===== src/rtl/kwd_pkg.sv =====
// Shared constants and types for the kick watchdog.
// Assumes codes below FIRST_ON_CODE mean "off" and each code above it doubles the period.
package kwd_pkg;
    localparam int CODE_W        = 3;
    localparam int FIRST_ON_CODE = 3;
    localparam int SHIFT_MAX     = 4;
    typedef logic [CODE_W-1:0] period_code_t;
endpackage


===== src/rtl/kwd_kick_sync.sv =====
// Synchronizes the asynchronous kick line and flags its rising edges.
// Assumes the line idles high; flops reset to 1 so a high line at reset is no edge.
module kwd_kick_sync #(
    parameter int STAGES = 2
) (
    input  logic clk,
    input  logic rst_n,
    input  logic kick_i,
    output logic kick_rise_o
);
    logic [STAGES:0] chain;

    for (genvar i = 0; i <= STAGES; i++) begin : g_stage
        if (i == 0) begin : g_first
            // first capture flop of the async kick line
            always_ff @(posedge clk) begin
                if (!rst_n) chain[0] <= 1'b1;
                else        chain[0] <= kick_i;
            end
        end else begin : g_next
            // further synchronizer stage; the last one keeps the previous value
            always_ff @(posedge clk) begin
                if (!rst_n) chain[i] <= 1'b1;
                else        chain[i] <= chain[i-1];
            end
        end
    end

    // rising edge seen on the synchronized value
    assign kick_rise_o = chain[STAGES-1] & ~chain[STAGES];
endmodule


===== src/rtl/kwd_period_sel.sv =====
// Decodes the period code into an enable and a tick-count limit.
// Assumes BASE_TICKS * 2**SHIFT_MAX fits in CNT_W bits.
module kwd_period_sel
    import kwd_pkg::*;
#(
    parameter int BASE_TICKS = 400,
    parameter int CNT_W      = 13
) (
    input  period_code_t     code_i,
    output logic             enable_o,
    output logic [CNT_W-1:0] limit_o
);
    logic [CODE_W-1:0] shift;

    // map code to on/off and to base period doubled per step
    always_comb begin
        enable_o = (code_i >= CODE_W'(FIRST_ON_CODE));
        shift    = code_i - CODE_W'(FIRST_ON_CODE);
        limit_o  = enable_o ? (CNT_W'(BASE_TICKS) << shift) : '0;
    end
endmodule


===== src/rtl/kwd_counter.sv =====
// Tick counter that wraps at the limit and emits a registered expiry pulse.
// Assumes limit_i >= 2 whenever restart_i is low.
module kwd_counter #(
    parameter int CNT_W = 13
) (
    input  logic             clk,
    input  logic             rst_n,
    input  logic             tick_i,
    input  logic             restart_i,
    input  logic [CNT_W-1:0] limit_i,
    output logic             hit_o,
    output logic             expire_o
);
    logic [CNT_W-1:0] count;
    logic             at_end;

    assign at_end = (count == (limit_i - CNT_W'(1)));
    assign hit_o  = tick_i & ~restart_i & at_end;

    // count ticks, clear on restart, wrap at the end of the period
    always_ff @(posedge clk) begin
        if (!rst_n)         count <= '0;
        else if (restart_i) count <= '0;
        else if (tick_i) begin
            if (at_end) count <= '0;
            else        count <= count + CNT_W'(1);
        end
    end

    // register the expiry as a one-clock request
    always_ff @(posedge clk) begin
        if (!rst_n) expire_o <= 1'b0;
        else        expire_o <= hit_o;
    end
endmodule


===== src/rtl/kick_watchdog.sv =====
// Programmable watchdog: restarts on kick edges, code changes and reset feedback.
// Assumes tick_i is a one-clock pulse and resets_active_i is synchronous to clk.
module kick_watchdog
    import kwd_pkg::*;
#(
    parameter int BASE_TICKS = 400,
    parameter int SYNC_STAGES = 2
) (
    input  logic              clk,
    input  logic              rst_n,
    input  logic              tick_i,
    input  logic              kick_i,
    input  logic [CODE_W-1:0] period_code_i,
    input  logic              resets_active_i,
    output logic              expire_o,
    output logic              expired_o
);
    localparam int CNT_W = $clog2(BASE_TICKS * (1 << SHIFT_MAX) + 1);

    logic             kick_rise;
    logic             enable;
    logic [CNT_W-1:0] limit;
    period_code_t     code_q;
    logic             code_chg;
    logic             restart;
    logic             hit;

    kwd_kick_sync #(.STAGES(SYNC_STAGES)) u_sync (
        .clk         (clk),
        .rst_n       (rst_n),
        .kick_i      (kick_i),
        .kick_rise_o (kick_rise)
    );

    kwd_period_sel #(.BASE_TICKS(BASE_TICKS), .CNT_W(CNT_W)) u_sel (
        .code_i   (period_code_i),
        .enable_o (enable),
        .limit_o  (limit)
    );

    // remember the code so a change can restart the period
    always_ff @(posedge clk) begin
        if (!rst_n) code_q <= '0;
        else        code_q <= period_code_i;
    end

    assign code_chg = (period_code_i != code_q);
    assign restart  = kick_rise | code_chg | resets_active_i | ~enable;

    kwd_counter #(.CNT_W(CNT_W)) u_cnt (
        .clk       (clk),
        .rst_n     (rst_n),
        .tick_i    (tick_i),
        .restart_i (restart),
        .limit_i   (limit),
        .hit_o     (hit),
        .expire_o  (expire_o)
    );

    // sticky timeout flag, cleared by a kick restart
    always_ff @(posedge clk) begin
        if (!rst_n)         expired_o <= 1'b0;
        else if (hit)       expired_o <= 1'b1;
        else if (kick_rise) expired_o <= 1'b0;
    end
endmodule


===== config.mk =====
export PLATFORM = sky130hd
export DESIGN_NAME = kick_watchdog
export DESIGN_NICKNAME = d
export VERILOG_FILES = /design/src/rtl/kwd_pkg.sv /design/src/rtl/kwd_kick_sync.sv /design/src/rtl/kwd_period_sel.sv /design/src/rtl/kwd_counter.sv /design/src/rtl/kick_watchdog.sv
export SDC_FILE = /design/constraint.sdc
export NUM_CORES = 1
export LEC_CHECK = 0
export ABC_AREA = 1
export BUFFER_PORTS_ARGS = -buffer_cell sky130_fd_sc_hd__buf_2
export CAP_MARGIN = 5
export CORE_UTILIZATION = 40
export CTS_BUF_LIST = sky130_fd_sc_hd__clkbuf_16
export CTS_CLUSTER_DIAMETER = 120
export DETAILED_ROUTE_END_ITERATION = 8
export SKIP_CTS_REPAIR_TIMING = 1
export SLEW_MARGIN = 20
export SYNTH_ARGS = -nofsm -noshare
export SYNTH_HDL_FRONTEND = slang
export SYNTH_HIERARCHICAL = 1
export SYNTH_SLANG_ARGS = --single-unit

===== constraint.sdc =====
create_clock -name clk -period 2.3 [get_ports clk]
set_input_delay 0.46 -clock clk [delete_from_list [all_inputs] [get_ports clk]]
set_output_delay 0.46 -clock clk [all_outputs]
set_load 0.05 [all_outputs]

==> impl_results.md, run 1 <==
* Mux contribution to synthesized area at 0%
* Setup crit end kind: flip-flop
* Slew margin rel. at a little under three fifths
* Most common cell after layout, fill and taps aside: nand2_1
* Fill count at roughly 430
* Die Y at about 68 um
* TritonCTS Buffers at 3
* Failing checks: setup timing
* RR Startpoint: u_cnt/count[0]$_SDFFE_PP0P_
* DP Wirelength at around 2900 um
* CP peak stage delay at 260 ps
* Tmin final at 2301 ps
* Worst path slowest cell: ha_4
* Final setup TNS at -1.336 ps
* Die Span X at 68.46 um
* MaxCap Viol Count at 0
* Worst path bufs/invs at 3
* DR iter-0 viols at 34
* Global-route wire length before repair at around 6100 um
* #FFs+latches synth at 21
* Synth Area in XOR/XNOR at roughly 8.4%
* Drt pass-1 iters at 4
* Footprint of the multi-input gates at approximately 1300 sq um
* WP data arrival at roughly 2500 ps
* Core Region at between 4000 and 5000 sq um
* Status: complete, but fails checks
* Initial Util at ~43%
* Full die area at 4687 sq um
* Final hold violation count at 0
* Setup Viol. Count Final at 1
* Post-synthesis adder-cell area fraction at approximately 5.7%
* Maximum VDD drop at ~0.44 mV
* RePlAce Congestion at about 0.82
* Commonest non-fill, non-tap cells in the layout: 82 x nand2_1, 46 x inv_1, 21 x dfxtp_1
* R2R setup slack at 500 ps
* Crit path launch type: input port
* Final-report max-slew violation count at 0
* Post-DR vias/cell at around 4.4
* Initial antenna violation count at 0
* Synth warn at 6
* Seq/Total Area, Yosys at between 20% and 30%
* Max Clk Rate at around 430 MHz
* LEAKAGE at 1.096 nW
* Total gr overflow at 0
* Clock Path Buffers at 2
* Number of global-route vias before repair at around 1400
* Hold/Removal Path Class: input port to flip-flop
* GRT Util Overall at between 15 and 20%
* Final-stage net count at 330
* Antenna diodes at 0
* Drc violations at 0
* Rows at 23
* Worst-path clk slew at around 60 ps
* Simple logic cell fraction of the synthesized area at approximately 44%
* Depth of the CTS H-tree at 1
* Cell Area, Synth at 1767 sq um
* Final setup margin at -1.336 ps
* Register area at around 420 sq um
* Area added between synthesis and finish at 29.18%
* Largest net degree at the start of global routing at 13
* Post-synthesis cell type count at 28
* CTS root buf: clkbuf_16
* Pre-CTS WS at -372.6 ps
* Compound-Gate Fraction of Synth Area at around 2.6%
* Worst-Margin Slew at between 600 and 700 ps
* WP depth at 18
* Mapped Cells at about 280
* Via Count at 1601
* Reg-to-reg endpoint: u_cnt/count[12]$_SDFFE_PP0P_
* Crit path to: u_cnt/count[8]$_SDFFE_PP0P_
* Most used cell, CP: nor2_4
* CP max FO at 6
* IO Port Bufs at 9
* P per Cell Area at 442.7 nW/um^2
* Main combinational cell family by area after synthesis: simple AND/OR/NAND/NOR gates
* Share of cells above drive strength 1 at 30.03%
* Ports at 10
* CP required at between 2000 and 2500 ps
* Post-Route WL at about 3700 um
* Clock skew at 4.303 ps
* WHS at approximately 380 ps
* Worst R2R Path Depth at 8
* Crit path from: period_code_i[0]
* Worst-path cell chain: buf_8 -> ha_4 -> ha_4 -> inv_8 -> nand2_4 -> nor2_4 -> nor2_4 -> nand2_2 -> nor2_4 -> buf_4 -> nand2_1 -> nand2_1 -> nand2_1 -> nand3_2 -> nor2_4 -> nand3_4 -> nand2_4 -> nor2_2
* Clk_lat worst skew at 250 ps
* Drt wl/cell at between 10 and 15 um
* CTS tree: built
* CTS sink cnt at 21
* Worst path top cell family by delay: simple AND/OR/NAND/NOR gates
* Unrepaired setup endpoints after global routing: true
* Final period utilization at 100.1%
* ANT nets after route at 0
* Crit Path Category: input port to flip-flop
* Synth Area per Inst at 6.221 sq um
layer usage:
metal  up-vias  wire (um)  GRT usage, %
met5         -          0             0
met3         2         64         1.000
met2        19       1797         27.33
met1       685       1824         23.98
met4         0         27         6.771
li1        895          -             -
where the power goes:
group          leakage [nW]  switching (W)  internal [W]
logic                 0.884       0.000161      0.000115
clock network        0.0409       0.000130      0.000233
registers             0.171     0.00000234      0.000369
stage by stage:
step,std cells,total power [W],util (%),cell area [sq um]
2_1_floorplan,287,0.0005508,-,1858
3_3_place_gp,358,0.0006112,49.65,2043
3_5_place_dp,358,0.0006115,49.65,2043
4_1_cts,362,0.0009730,51.60,2123
5_1_grt,363,0.001064,55.46,2282
6_report,363,0.001010,55.46,2282
synth_stat cells (all sizes together):
| library cell | instances | area share, % |
|---|---|---|
| nand3 | 18 | 5.8 |
| o21ai | 5 | 1.4 |
| nand2 | 95 | 21 |
| ha | 8 | 5.7 |
| inv | 54 | 11 |
| nand3b | 4 | 1.7 |
| xor2 | 10 | 5.0 |
| conb | 1 | 0.21 |
| nor3b | 1 | 0.71 |
| nand4 | 2 | 0.71 |
| a21oi | 1 | 0.28 |
| clkinv | 1 | 0.21 |
| xnor2 | 7 | 3.5 |
| nor3 | 1 | 0.57 |
| o21a | 1 | 0.43 |
| nor2 | 46 | 13 |
| dfxtp | 21 | 24 |
| or2 | 1 | 0.35 |
| a31o | 1 | 0.50 |
| buf | 6 | 3.3 |
worst register-to-register path, stage by stage, from the launching register on:
cell and delay (ps):
dfxtp_1 410, ha_1 170, nand2_1 90, nor3b_2 260, nand4_1 210, nor2_1 190
nand4_1 120, xor2_1 180, nor2_1 50
flip-flops by register name (all words and copies together) (netlist names):
name	flops
expired_o	1
u_sync/chain	3
code_q	3
u_cnt/count	13
u_cnt/expire_o	1
cell type report:
cell class | count | area share (%)
clock buffers | 3 | 3.289
clock inverters | 1 | 0.2193
inverters | 55 | 9.594
multi-input cells | 206 | 56.47
flip-flops and latches | 21 | 18.42
well taps | 50 | 2.741
repair buffers | 27 | 9.265
cell families (layout without fill, tap and decap cells):
logic type               Yosys count  count (layout)
AND/OR/NAND/NOR                  168             169
other                              1               4
buffers and inverters             61              86
XOR/XNOR                          17              17
AO/OA/AOI/OAI                      8               8
flip-flops                        21              21
adder cells (fa/ha/maj)            8               8
worst min path at each step:
stage	from	end	slack, ps	depth (start not counted)
final	kick_i	u_sync/chain[0]$_SDFF_PN1_	380	3
after global routing	kick_i	u_sync/chain[0]$_SDFF_PN1_	380	3
after CTS	kick_i	u_sync/chain[0]$_SDFF_PN1_	380	3
after detailed placement	u_sync/chain[1]$_SDFF_PN1_	u_sync/chain[2]$_SDFF_PN1_	410	2
after global placement	u_sync/chain[0]$_SDFF_PN1_	u_sync/chain[1]$_SDFF_PN1_	400	2
after floorplan	u_sync/chain[0]$_SDFF_PN1_	u_sync/chain[1]$_SDFF_PN1_	380	2
Note: power is estimated with default switching activity, not from simulation.
==> run 2, diff against run 1 <==
SYNTH_HIERARCHICAL = default   (was 1)
==> run 2 against run 1 <==
  * The flow now finishes without violations
  * Hold slack got worse by 7.1 ps
  * Sequential share of layout area grew 3.4 points
  * Non-clock buffer count is 4 higher
  * Total power decreased by 5.3%
  * Via count shrank 10%
  * Clock skew shrank 3.5 ps
  * Sequential cell count is the same
  * Largest power group unchanged
  * Combinational power is 21% lower
  * Largest cell class unchanged
  * First-iteration DRC count rose by 88%
==> impl_results.md, run 2 <==
* Status: finished, final reports clean (was complete, but fails checks)
* CTS sink cnt at 21 (unchanged)
* Slew margin rel. at 56.95% (was 56.55%)
* Crit Path Category: input port to flip-flop (unchanged)
* Design Power at 0.0009564 W (was 0.001010 W)
* Number of global-route vias before repair at 1314 (was 1417)
* Unrepaired setup endpoints after global routing: true (unchanged)
* MaxCap Viol Count at 0 (unchanged)
* Setup Viol. Count Final at 0 (was 1)
* Clk_lat worst skew at 260 ps (was 250 ps)
* CP max FO at 6 (unchanged)
* Via Count at 1440 (was 1601)
* Setup crit end kind: flip-flop (unchanged)
* Clock skew at 0.7817 ps (was 4.303 ps)
* Worst-Margin Slew at 639.9 ps (was 649.4 ps)
* Final setup margin at 66.96 ps (was -1.336 ps)
* Synth Area per Inst at 6.298 sq um (was 6.221 sq um)
* Antenna diodes at 0 (unchanged)
* Synthesized net count at ~250
* CTS root buf: clkbuf_16 (unchanged)
* Die Y at 63.22 um (was 68.46 um)
* Worst R2R Path Depth at 6 (was 8)
* Post-Route WL at 3279 um (was 3714 um)
* Drc violations at 0 (unchanged)
* Largest net degree at the start of global routing at 13 (unchanged)
* Count leader, synth: nand2_1 (unchanged)
* Initial Util at 43.22% (was 42.93%)
* Final hold violation count at 0 (unchanged)
* Seq/Total Area, Yosys at 28.05% (was 23.80%)
* Final-stage net count at 285 (was 330)
* ANT nets after route at 0 (unchanged)
* Total gr overflow at 0 (unchanged)
* Initial antenna violation count at 0 (unchanged)
* Yosys top cell area share at 28.05% (was 23.80%)
* Post-DR vias/cell at 4.586 (was 4.410)
* Largest cells by area after synthesis: dfxtp_1 28%, nand2_1 18%, inv_1 10% (was dfxtp_1 24%, nand2_1 19%, inv_1 10%)
* Maximum VDD drop at 0.3718 mV (was 0.4430 mV)
* DP Wirelength at 2630 um (was 2931 um)
* Synth warn at 0 (was 6)
* GRT Util Overall at 18.08% (was 17.20%)
* Pre-CTS WS at -246.5 ps (was -372.6 ps)
* Area added between synthesis and finish at 28.80% (was 29.18%)
* WP data arrival at 2380 ps (was 2450 ps)
* Final-report max-slew violation count at 0 (unchanged)
* Reg-to-reg endpoint: u_cnt.count[8]$_SDFFE_PP0P_ (was u_cnt/count[12]$_SDFFE_PP0P_)
* Ys async rst share at 0% (unchanged)
* Final period utilization at 97.09% (was 100.1%)
* P per Cell Area at 495.4 nW/um^2 (was 442.7 nW/um^2)
* Post-synthesis cell type count at 24 (was 28)
* Share of cells above drive strength 1 at 23.51% (was 30.03%)
* #FFs+latches synth at 21 (unchanged)
* Tmin final at 2233 ps (was 2301 ps)
* Rows at 21 (was 23)
* Hold/Removal Path Class: input port to flip-flop (unchanged)
* Ports at 10 (unchanged)
* CP required at 2450 ps (was 2440 ps)
* Max Clk Rate at 447.8 MHz (was 434.5 MHz)
* Crit path launch type: input port (unchanged)
* Depth of the CTS H-tree at 1 (unchanged)
* Max FFs per register at 13 (unchanged)
* Top FF cell, synth: dfxtp_1 (unchanged)
* Biggest regs: u_cnt.count x13, code_q x3, u_sync.chain x3 (was u_cnt/count x13, code_q x3, u_sync/chain x3)
* Drt pass-1 iters at 4 (unchanged)
* RePlAce Congestion at 0.8158 (was 0.8186)
* Clock Path Buffers at 2 (unchanged)
* Post-synth top cells: 73 x nand2_1, 41 x inv_1, 26 x nor2_1 (was 91 x nand2_1, 48 x inv_1, 26 x nor2_1)
* Sink of the worst hold path: u_sync.chain[0]$_SDFF_PN1_ (was u_sync/chain[0]$_SDFF_PN1_)
* Largest register by flop count: u_cnt.count (was u_cnt/count)
* RR Startpoint: u_cnt.count[0]$_SDFFE_PP0P_ (was u_cnt/count[0]$_SDFFE_PP0P_)
* Commonest non-fill, non-tap cells in the layout: 67 x nand2_1, 40 x inv_1, 21 x dfxtp_1 (was 82 x nand2_1, 46 x inv_1, 21 x dfxtp_1)
* Full die area at 3996 sq um (was 4687 sq um)
* Global-route wire length before repair at 5623 um (was 6141 um)
* Drt wl/cell at 10.44 um (was 10.23 um)
* LEAKAGE at 0.9805 nW (was 1.096 nW)
* Final instance area at 1931 sq um (was 2282 sq um)
* Area after DPL at 1759 sq um (was 2043 sq um)
* Worst-path clk slew at 60 ps (about the same)
* Number of flops mapped to enable cells by yosys at 0 (unchanged)
* R2R setup slack at 490 ps (was 500 ps)
* Mapped Cells at 238 (was 284)
* DR iter-0 viols at 64 (was 34)
* Cell Area, Synth at 1499 sq um (was 1767 sq um)
* Area leader, netlist: dfxtp_1 (unchanged)
* CTS tree: built (unchanged)
* IO Port Bufs at 9 (unchanged)
* Die Span X at 63.22 um (was 68.46 um)
* Core Region at 3468 sq um (was 4115 sq um)
* Most common cell after layout, fill and taps aside: nand2_1 (unchanged)
* TritonCTS Buffers at 3 (unchanged)
* Min-delay src: kick_i (unchanged)
* Hold Path Stages at 3 (unchanged)
==> run 2: cell count changes after synthesis, moves of 3 or more <==
cell	change
nor2_2	-13
nor2_4	-3
xnor2_1	-4
inv_2	-6
nand2_1	-18
buf_4	-5
nand4_1	+3
inv_1	-7
a21oi_1	+3
nand2_2	-3
nor3_1	+4
==> run 2: logic make-up (layout without fill, tap and decap cells) <==
family / Yosys count / in the layout / synth area share, %
compound gates: 11 / 11 / 4.007
simple gates: 139 / 139 / 40.40
xor+xnor: 13 / 13 / 7.596
flops: 21 / 21 / 28.05
fa+ha+maj: 8 / 8 / 6.678
buf+inv: 46 / 76 / 13.27
==> run 2: stage by stage <==
step | cells | hold slack (ps) | setup TNS, ps | util (%)
4_1_cts | 314 | 375.7 | 0 | 53.03
2_1_floorplan | 238 | 379.5 | -478.6 | -
3_5_place_dp | 310 | 395.1 | -3134 | 50.72
3_3_place_gp | 310 | 395.7 | -3017 | 50.72
5_1_grt | 314 | 397.0 | -726.9 | 55.66
6_report | 314 | 375.2 | 0 | 55.66
==> run 2: final cells by class <==
class / instances / area (sq um)
Inverter: 41 / 153.9
Timing Repair Buffer: 31 / 237.7
Clock buffer: 3 / 75.07
Multi-Input combinational cell: 171 / 980.9
Fill cell: 366 / 1538
Clock inverter: 1 / 5.005
Tap cell: 46 / 57.56
Sequential cell: 21 / 420.4
==> run 2: worst max path at each step <==
stage                                   endpoint  slack, ps  cells past startpoint              from
finish               u_cnt.count[9]$_SDFFE_PP0P_         70                     17  period_code_i[0]
global route         u_cnt.count[9]$_SDFFE_PP0P_        -80                     17  period_code_i[0]
CTS                  u_cnt.count[5]$_SDFFE_PP0P_         10                     17  period_code_i[0]
detailed placement   u_cnt.count[5]$_SDFFE_PP0P_       -250                     17  period_code_i[0]
global placement    u_cnt.count[12]$_SDFFE_PP0P_       -240                     17  period_code_i[0]
floorplan            u_cnt.count[3]$_SDFFE_PP0P_        -50                     16  period_code_i[0]
==> run 2: power breakdown <==
group | leakage [nW] | switching, W | internal, W
registers | 0.171 | 0.00000200 | 0.000369
logic | 0.769 | 0.000122 | 0.0000962
clock network | 0.0409 | 0.000133 | 0.000234
==> run 2: per-layer routing <==
metal	wire [um]	part of all wire, %	vias to the layer above	global-route usage (%)
li1	-	-	791	-
met1	1674	51	630	23.37
met2	1447	44	14	28.90
met3	101	3.1	5	3.804
met4	56	1.7	0	7.670
met5	0	0	-	0
==> run 2: worst max-delay path: stages <==
cell and delay [ps]:
buf_8 100, ha_4 170, ha_4 240, nor2_4 90, nand2_2 80, ha_4 230
nand2_2 70, inv_2 30, nor3_2 170, nand3b_1 100, nor2_1 90, nand2_1 70
nor2_2 150, nand3_2 80, nand2_2 90, buf_6 130, nor2_2 40
